## src/rtl/vga_ctrl_pkg.sv

```systemverilog
package vga_ctrl_pkg;

  // Per-sample classification produced by the magnitude detector
  typedef struct packed {
    logic clip;   // valid sample with magnitude >= clip threshold
    logic low;    // valid sample with magnitude <  low threshold
  } det_t;

  // Two's-complement magnitude; the most negative code maps to 2^(W-1)
  function automatic logic [31:0] mag32(input logic [31:0] v, input int w);
    logic [31:0] m;
    m = v[w-1] ? (~v + 32'd1) : v;
    return m & ((32'd1 << w) - 32'd1);
  endfunction

endpackage

```

## src/rtl/vga_mag_detect.sv

```systemverilog
module vga_mag_detect
  import vga_ctrl_pkg::*;
#(
  parameter int SAMPLE_W = 12
) (
  input  logic                smp_valid,
  input  logic [SAMPLE_W-1:0] smp_data,
  input  logic [SAMPLE_W-1:0] clip_thr,
  input  logic [SAMPLE_W-1:0] low_thr,
  output det_t                det
);

  logic [SAMPLE_W-1:0] mag;

  always_comb begin
    mag      = smp_data[SAMPLE_W-1] ? (~smp_data + 1'b1) : smp_data;
    det.clip = smp_valid && (mag >= clip_thr);
    det.low  = smp_valid && (mag <  low_thr);
  end

endmodule

```

## src/rtl/vga_settle_timer.sv

```systemverilog
module vga_settle_timer #(
  parameter int SETTLE_W = 10
) (
  input  logic                clk,
  input  logic                rst_n,
  input  logic                load,
  input  logic [SETTLE_W-1:0] load_val,
  output logic                busy
);

  logic [SETTLE_W-1:0] cnt_q, cnt_d;
  logic                cnt_en;

  always_comb begin
    cnt_en = load || (cnt_q != '0);
    cnt_d  = load ? load_val : cnt_q - 1'b1;
  end

  always_ff @(posedge clk or negedge rst_n) begin
    if (!rst_n)      cnt_q <= '0;
    else if (cnt_en) cnt_q <= cnt_d;
  end

  assign busy = (cnt_q != '0);

endmodule

```

## src/rtl/vga_quiet_window.sv

```systemverilog
module vga_quiet_window
  import vga_ctrl_pkg::*;
#(
  parameter int QUIET_LEN = 32,
  localparam int QW = $clog2(QUIET_LEN + 1)
) (
  input  logic clk,
  input  logic rst_n,
  input  logic blank,
  input  logic smp_valid,
  input  det_t det,
  output logic full
);

  localparam logic [QW-1:0] LAST = QW'(QUIET_LEN - 1);

  logic [QW-1:0] cnt_q, cnt_d;
  logic          cnt_en;
  logic          quiet;

  always_comb begin
    quiet  = det.low && !det.clip;
    full   = !blank && quiet && (cnt_q == LAST);
    cnt_en = blank || smp_valid;
    if (blank || !quiet || full) cnt_d = '0;
    else                         cnt_d = cnt_q + 1'b1;
  end

  always_ff @(posedge clk or negedge rst_n) begin
    if (!rst_n)      cnt_q <= '0;
    else if (cnt_en) cnt_q <= cnt_d;
  end

endmodule

```

## src/rtl/vga_gain_reg.sv

```systemverilog
module vga_gain_reg #(
  parameter int GAIN_MAX = 18,
  localparam int GAIN_W = $clog2(GAIN_MAX + 1)
) (
  input  logic              clk,
  input  logic              rst_n,
  input  logic              dec_req,
  input  logic              inc_req,
  output logic              change,
  output logic [GAIN_W-1:0] gain_q,
  output logic              step_q
);

  localparam logic [GAIN_W-1:0] TOP = GAIN_W'(GAIN_MAX);

  logic              go_dn, go_up;
  logic [GAIN_W-1:0] gain_d;

  always_comb begin
    go_dn  = dec_req && (gain_q != '0);
    go_up  = inc_req && !dec_req && (gain_q != TOP);
    change = go_dn || go_up;
    gain_d = go_dn ? gain_q - 1'b1 : gain_q + 1'b1;
  end

  always_ff @(posedge clk or negedge rst_n) begin
    if (!rst_n)      gain_q <= TOP;
    else if (change) gain_q <= gain_d;
  end

  always_ff @(posedge clk or negedge rst_n) begin
    if (!rst_n) step_q <= 1'b0;
    else        step_q <= change;
  end

endmodule

```

## src/rtl/vga_coarse_ctrl.sv

```systemverilog
module vga_coarse_ctrl
  import vga_ctrl_pkg::*;
#(
  parameter int SAMPLE_W  = 12,
  parameter int SETTLE_W  = 10,
  parameter int RANGE_DB  = 36,
  parameter int STEP_DB   = 2,
  parameter int QUIET_LEN = 32,
  localparam int GAIN_MAX = RANGE_DB / STEP_DB,
  localparam int GAIN_W   = $clog2(GAIN_MAX + 1)
) (
  input  logic                clk,
  input  logic                rst_n,
  input  logic                smp_valid,
  input  logic [SAMPLE_W-1:0] smp_data,
  input  logic [SAMPLE_W-1:0] clip_thr,
  input  logic [SAMPLE_W-1:0] low_thr,
  input  logic [SETTLE_W-1:0] settle_len,
  output logic [GAIN_W-1:0]   gain_code,
  output logic                gain_step,
  output logic                settling
);

  det_t det;
  logic busy, quiet_full, change;
  logic dec_req, inc_req;

  vga_mag_detect #(.SAMPLE_W(SAMPLE_W)) u_det (
    .smp_valid (smp_valid),
    .smp_data  (smp_data),
    .clip_thr  (clip_thr),
    .low_thr   (low_thr),
    .det       (det)
  );

  vga_quiet_window #(.QUIET_LEN(QUIET_LEN)) u_quiet (
    .clk       (clk),
    .rst_n     (rst_n),
    .blank     (busy),
    .smp_valid (smp_valid),
    .det       (det),
    .full      (quiet_full)
  );

  // clip beats quiet-window completion; nothing acts while blanking
  always_comb begin
    dec_req = !busy && det.clip;
    inc_req = !busy && quiet_full;
  end

  vga_gain_reg #(.GAIN_MAX(GAIN_MAX)) u_gain (
    .clk     (clk),
    .rst_n   (rst_n),
    .dec_req (dec_req),
    .inc_req (inc_req),
    .change  (change),
    .gain_q  (gain_code),
    .step_q  (gain_step)
  );

  vga_settle_timer #(.SETTLE_W(SETTLE_W)) u_settle (
    .clk      (clk),
    .rst_n    (rst_n),
    .load     (change),
    .load_val (settle_len),
    .busy     (busy)
  );

  assign settling = busy;

endmodule

```

## config.mk

```make
export PLATFORM = sky130hd
export DESIGN_NAME = vga_coarse_ctrl
export DESIGN_NICKNAME = d
export VERILOG_FILES = /design/src/rtl/vga_ctrl_pkg.sv /design/src/rtl/vga_mag_detect.sv /design/src/rtl/vga_settle_timer.sv /design/src/rtl/vga_quiet_window.sv /design/src/rtl/vga_gain_reg.sv /design/src/rtl/vga_coarse_ctrl.sv
export SDC_FILE = /design/constraint.sdc
export NUM_CORES = 1
export LEC_CHECK = 0
export BUFFER_PORTS_ARGS = -buffer_cell sky130_fd_sc_hd__buf_2
export CORE_MARGIN = 5
export CORE_UTILIZATION = 50
export DETAILED_ROUTE_END_ITERATION = 6
export GPL_ROUTABILITY_DRIVEN = 1
export GPL_TIMING_DRIVEN = 0
export PLACE_DENSITY = 0.82
export SYNTH_ARGS = -nofsm -noshare
export SYNTH_HDL_FRONTEND = slang
export SYNTH_SLANG_ARGS = --single-unit
```

## constraint.sdc

```tcl
create_clock -name clk -period 3.7 [get_ports clk]
set_clock_uncertainty 0.15 [all_clocks]
set_input_delay 0 -clock clk [delete_from_list [all_inputs] [get_ports clk]]
set_output_delay 0 -clock clk [all_outputs]
set_load 0.02 [all_outputs]
```

# Yosys cells after proc, flatten, opt, wreduce, memory -nomap -nowiden
# Cells that the tools add are included.
[word_totals] reg_bits=22 in_bits=49 output_inout_bits=7 wordCells=39
[classes] n_addsub=5 order_cmp=2 eq_ne=2 mux=4 n_bitwise=1 reduce_logical=21
[ops] operator="12-bit by 1-bit adder with 12-bit output, second input constant" n=1
[ops] operator="12-bit >= comparator" n=1
[ops] operator="12-bit less-than comparator" n=1
[ops] operator="12-bit two-way mux" n=1
[ops] operator="12-bit NOT" n=1
[ops] operator="1-bit logical AND" n=10
[ops] operator="10-bit two-way mux" n=1
[ops] operator="10-bit nonzero test" n=1
[ops] operator="10-bit by 1-bit subtractor with 10-bit output, second input constant" n=1
[ops] operator="6-bit by 1-bit adder with 6-bit output, second input constant" n=1
[ops] operator="6-bit by 5-bit equality test with 1-bit output, second input constant" n=1
[ops] operator="6-bit two-way mux" n=1
[ops] operator="5-bit by 1-bit adder with 5-bit output, second input constant" n=1
[ops] operator="1-bit logical OR" n=5
[ops] operator="5-bit two-way mux" n=1
[ops] operator="5-bit inequality test, second input constant" n=1
[ops] operator="5-bit nonzero test" n=1
[ops] operator="5-bit by 1-bit subtractor with 5-bit output, second input constant" n=1
[ops] operator="1-bit logical NOT" n=4

# Longest topological paths before layout
[depth] word_depth=14 ltp_mapped=17 depth_no_buf=17

# Cells and area by module
# Synthesis repeated with hierarchy kept, for this count alone.
[hier_totals] hier_cells=250 hier_area_um2=2165.8
[by_module_without_submodules] module="vga_mag_detect" instances=1 cells_per_inst=112 area_each_um2=807.0 seq_area_each_um2=0.0
[by_module_without_submodules] module="vga_settle_timer" instances=1 cells_per_inst=66 area_each_um2=616.8 seq_area_each_um2=250.2
[by_module_without_submodules] module="vga_gain_reg" instances=1 cells_per_inst=33 area_each_um2=391.6 seq_area_each_um2=152.6
[by_module_without_submodules] module="vga_quiet_window" instances=1 cells_per_inst=37 area_each_um2=337.8 seq_area_each_um2=150.1
[by_module_without_submodules] module="vga_coarse_ctrl" instances=1 cells_per_inst=2 area_each_um2=12.5 seq_area_each_um2=0.0

# Worst setup path before layout
# Ideal clock, no wire load.
[synth_timing] kind="input-to-reg" startpoint="input smp_data[5]" endpoint="register u_gain.gain_q[4]" setup_time_ns=0.075 t_arrival_ns=3.649 required_ns=3.475 slack_ns=-0.174 stages=14 n_path_buf=0 path_cell_list="or4_1 or4_1 nor4_1 ha_1 a21oi_1 o21ai_0 o31ai_1 inv_1 ha_1 a21o_1 a21oi_1 or2_2 o2bb2ai_1 xor2_1"
[synth_via] elab_chain_len=13 elab_cells_between_ends=19 cone_classes="add/sub: 1; order compare: 2; mux: 2; bitwise: 1; reduce/logical: 13"
[synth_lines] item="from (decl)" line_no="vga_coarse_ctrl.sv:15" rtl="input logic [SAMPLE_W-1:0] smp_data,"
[synth_lines] item="12-bit NOT" line_no="vga_mag_detect.sv:16" rtl="mag = smp_data[SAMPLE_W-1] ? (~smp_data + 1'b1) : smp_data;"
[synth_lines] item="12-bit by 1-bit adder with 12-bit output" line_no="vga_mag_detect.sv:16"
[synth_lines] item="12-bit two-way mux *" line_no="vga_mag_detect.sv:16"
[synth_lines] item="12-bit >= comparator" line_no="vga_mag_detect.sv:17" rtl="det.clip = smp_valid && (mag >= clip_thr);"
[synth_lines] item="1-bit logical AND" line_no="vga_mag_detect.sv:17"
[synth_lines] item="1-bit logical NOT" line_no="vga_quiet_window.sv:22" rtl="quiet = det.low && !det.clip;"
[synth_lines] item="1-bit logical AND" line_no="vga_quiet_window.sv:22"
[synth_lines] item="1-bit logical AND (2 in series)" line_no="vga_quiet_window.sv:23" rtl="full = !blank && quiet && (cnt_q == LAST);"
[synth_lines] item="1-bit logical AND" line_no="vga_coarse_ctrl.sv:48" rtl="inc_req = !busy && quiet_full;"
[synth_lines] item="1-bit logical AND (2 in series)" line_no="vga_gain_reg.sv:21" rtl="go_up = inc_req && !dec_req && (gain_q != TOP);"
[synth_lines] item="1-bit logical OR" line_no="vga_gain_reg.sv:22" rtl="change = go_dn || go_up;"
[synth_lines] item="to (signal assigned)" line_no="vga_gain_reg.sv:28" rtl="else if (change) gain_q <= gain_d;"
[synth_lines] item="to (decl)" line_no="vga_gain_reg.sv:10" rtl="output logic [GAIN_W-1:0] gain_q,"
# Every way passes the cells marked *; elsewhere a longest branch is shown, timed or not.
# A chain may end at the register's enable or synchronous reset.

# Worst setup path in the final report
# Same ends and word-level chain as after synthesis.

==> flow_summary.ini <==
[floorplan]
start_util = 0.524
num_io_pins = 56
core.rowCount = 23
fp.coreArea_mm2 = 0.00406
die_h_um = 75.2
dieWidth_um = 75.2
die-area_mm2 = 0.00566

[logic_synthesis]
ys_seq_area_frac = 0.260
yosys.area_share.adder = 0.180
synth_edf_count = 0
yosysMostFrequentCell = inv_1
syn_area_per_cell_um2 = 8.72
synth_top_area_frac = 0.235
synthXorXnorAreaFrac = 0.0741
ys.flop_type = dfrtp_1
ys_top_cells_by_area = dfrtp_1, ha_1, inv_1
syn_area_mm2 = 0.00213
muxShareOfSynthArea = 0.0312
yosys.area.top_type = dfrtp_1
synth_common_cells = inv_1, ha_1, dfrtp_1, nand2_1, o21ai_0
yosys_warnings = 0
ys_async_sr_fraction = 1.00
syn-num-nets = 323
synth_compound_area_frac = 0.201
ys_ff_latch = 22
synth_top_family_by_area = compound AO/OA/AOI/OAI gates
postSynthCellCount = 244
ys_types = 48
synth-simple-area-share = 0.185

[global_route]
antenna_found_initial = 0
grt_pass1_wl_um = 8090
grt_overflow = 0
grt_pass1_vias = 1970
track_usage = 0.181
grt_max_degree = 23

[sta]
finalSetupViolations = 0
relSlewSlack = 0.571
fin_crit_sh = 0.987
min_period_ns = 3.65
holdWs_ns = 0.0663
max_slew.worst_pin.slew_ns = 0.637
final.setup.tns_ns = 0
slew_viol_final = 0
max_freq_ghz = 0.274
rsz0062_at_grt = yes
finalHoldViolations = 0
finalWorstSetupSlack_ns = 0.0483

[routing]
drtPass1Iterations = 4
vias = 1977
final_antenna_net_count = 0
wl_um = 4760
drt-wirelength-per-cell_um = 13.0
vias_per_cell = 5.39
drt_iter0_markers = 78
route.detailed.drc = 0

[clock_tree]
cts_root_buf = clkbuf_8
numClockSinks = 22
cts.clk_slew.worst_paths_ns = 0.08
cts_max_path_buffers = 2
cts_max_level = 1
cts_buffers = 3
insertion_delay_ns = 0.26
cts_tree = done

[pwr]
vdd_drop_max_mv = 0.167
combPwrFrac = 0.461
p_leak_uw = 0.00141
power.density_mw_per_mm2 = 391
clkPwrFrac = 0.157
p_sw_uw = 414
power_frac_seq = 0.382
p_int_uw = 670
switching_share = 0.382

[place]
placed_cell_area_mm2 = 0.00250
dp_slack_ns = -0.528
place_hpwl_um = 3840
io_buffer_count = 55
place_congestion = 0.837

[finish]
layout.nets = 397
regArea_um2 = 553
utilization = 0.684
area_growth_pct = 30.4
drive_gt1_frac = 0.306
fin_area_mm2 = 0.00277
diodes = 0
multiInputGateArea_mm2 = 0.00155
nFillCells = 328

[critical_path]
critPathKind = input port to flip-flop
path_max_fanout = 4
critPathRequiredTime_ns = 3.74
critPathLaunchType = input port
arrival_ns = 3.69
end_kind = flip-flop

[status]
status = finished clean

[min_path]
hold_path.class = input port to flip-flop

[job]
max-cap-violations = 0
[worst max-delay path, cell delays in order]
cell	delay, ns
buf_2	0.11
or4_4	0.55
or4_4	0.49
o31ai_4	0.23
xnor2_2	0.15
ha_1	0.26
nand2_1	0.09
nor2_1	0.06
and2_1	0.16
o31ai_4	0.30
inv_2	0.12
ha_4	0.30
a21o_1	0.11
a21oi_1	0.09
or2_2	0.30
o2bb2ai_2	0.17
xor2_1	0.18
[cell families (layout without fill, tap and decap cells)]
group           count (synthesis)  count (layout)
compound gates                 61              61
xor+xnor                       18              18
fa+ha+maj                      30              30
buf+inv                        38             111
flops                          22              22
mux                             6               6
simple gates                   69              69
[sequential cells by signal, summed over array words and instances, names as in the netlist]
register / count
u_gain.step_q: 1
u_gain.gain_q: 5
u_quiet.cnt_q: 6
u_settle.cnt_q: 10
[per-stage QoR]
stage | power [µW] | std cells
floorplan | 746 | 244
global placement | 852 | 349
detailed placement | 879 | 349
CTS | 1080 | 366
global route | 1180 | 367
finish | 1080 | 367
[path summary, 6_finish.rpt]
check                                   from                end  slack [ns]  cells after the start
setup / recovery                 smp_data[5]   u_gain.gain_q[4]        0.05                     17
hold / removal                     smp_valid      u_gain.step_q        0.07                      4
setup reg to reg           u_settle.cnt_q[0]   u_gain.gain_q[4]        0.37                     14
hold reg to reg             u_quiet.cnt_q[1]   u_quiet.cnt_q[1]        0.37                      2
max in group asynchronous              rst_n   u_gain.gain_q[1]        2.96                      2
min in group asynchronous              rst_n  u_settle.cnt_q[3]        0.08                      2
[cells in the final DEF (no fill, tap or decap), types with 3 or more instances in the layout]
cell and instances:
a21o_1 5, a21oi_1 12, o41ai_1 3, nor2_1 9, inv_1 32, nor3_1 7, clkbuf_8 4, a22o_1 4
or4_4 3, or2_2 3, buf_4 3, clkbuf_1 3, mux2_2 5, o21a_1 3, nand3_1 3, ha_1 28
o21ai_0 13, nand2b_1 3, dfrtp_1 20, nand2_1 20, buf_2 57, xor2_1 4, xnor2_1 12, dlygate4sd3_1 11
a211o_1 3
[area by class of cell]
class | instances | area share
well taps | 50 | 0.0226
repair buffers | 69 | 0.147
clock buffers | 4 | 0.0198
multi-input cells | 184 | 0.559
plain buffers | 5 | 0.00767
inverters | 33 | 0.0447
flip-flops and latches | 22 | 0.199
[timing repair]
item | 4_1_cts | 5_1_grt
pin swaps | 5 | 2
setup buffers | 2 | 1
gates resized for setup | 10 | 6
hold buffers | 11 | 0
endpoints found under the hold margin | 32 | 0
endpoints found under the setup margin | 10 | 5
[metal layers]
metal | global-route usage | share of wire
met1 | 0.229 | 0.45
met2 | 0.320 | 0.49
met3 | 0.0160 | 0.050
met4 | 0.0621 | 0.015
met5 | 0 | 0
[power groups by stage]
| stage | logic [µW] | clock network (µW) | registers (µW) |
|---|---|---|---|
| final | 500 | 170 | 414 |
| after detailed placement | 466 | 0 | 412 |
| after CTS | 495 | 176 | 410 |
| after floorplan | 332 | 0 | 414 |
| after global placement | 444 | 0 | 408 |
| after global routing | 569 | 184 | 423 |
Note: power is estimated with default switching activity, not from simulation.
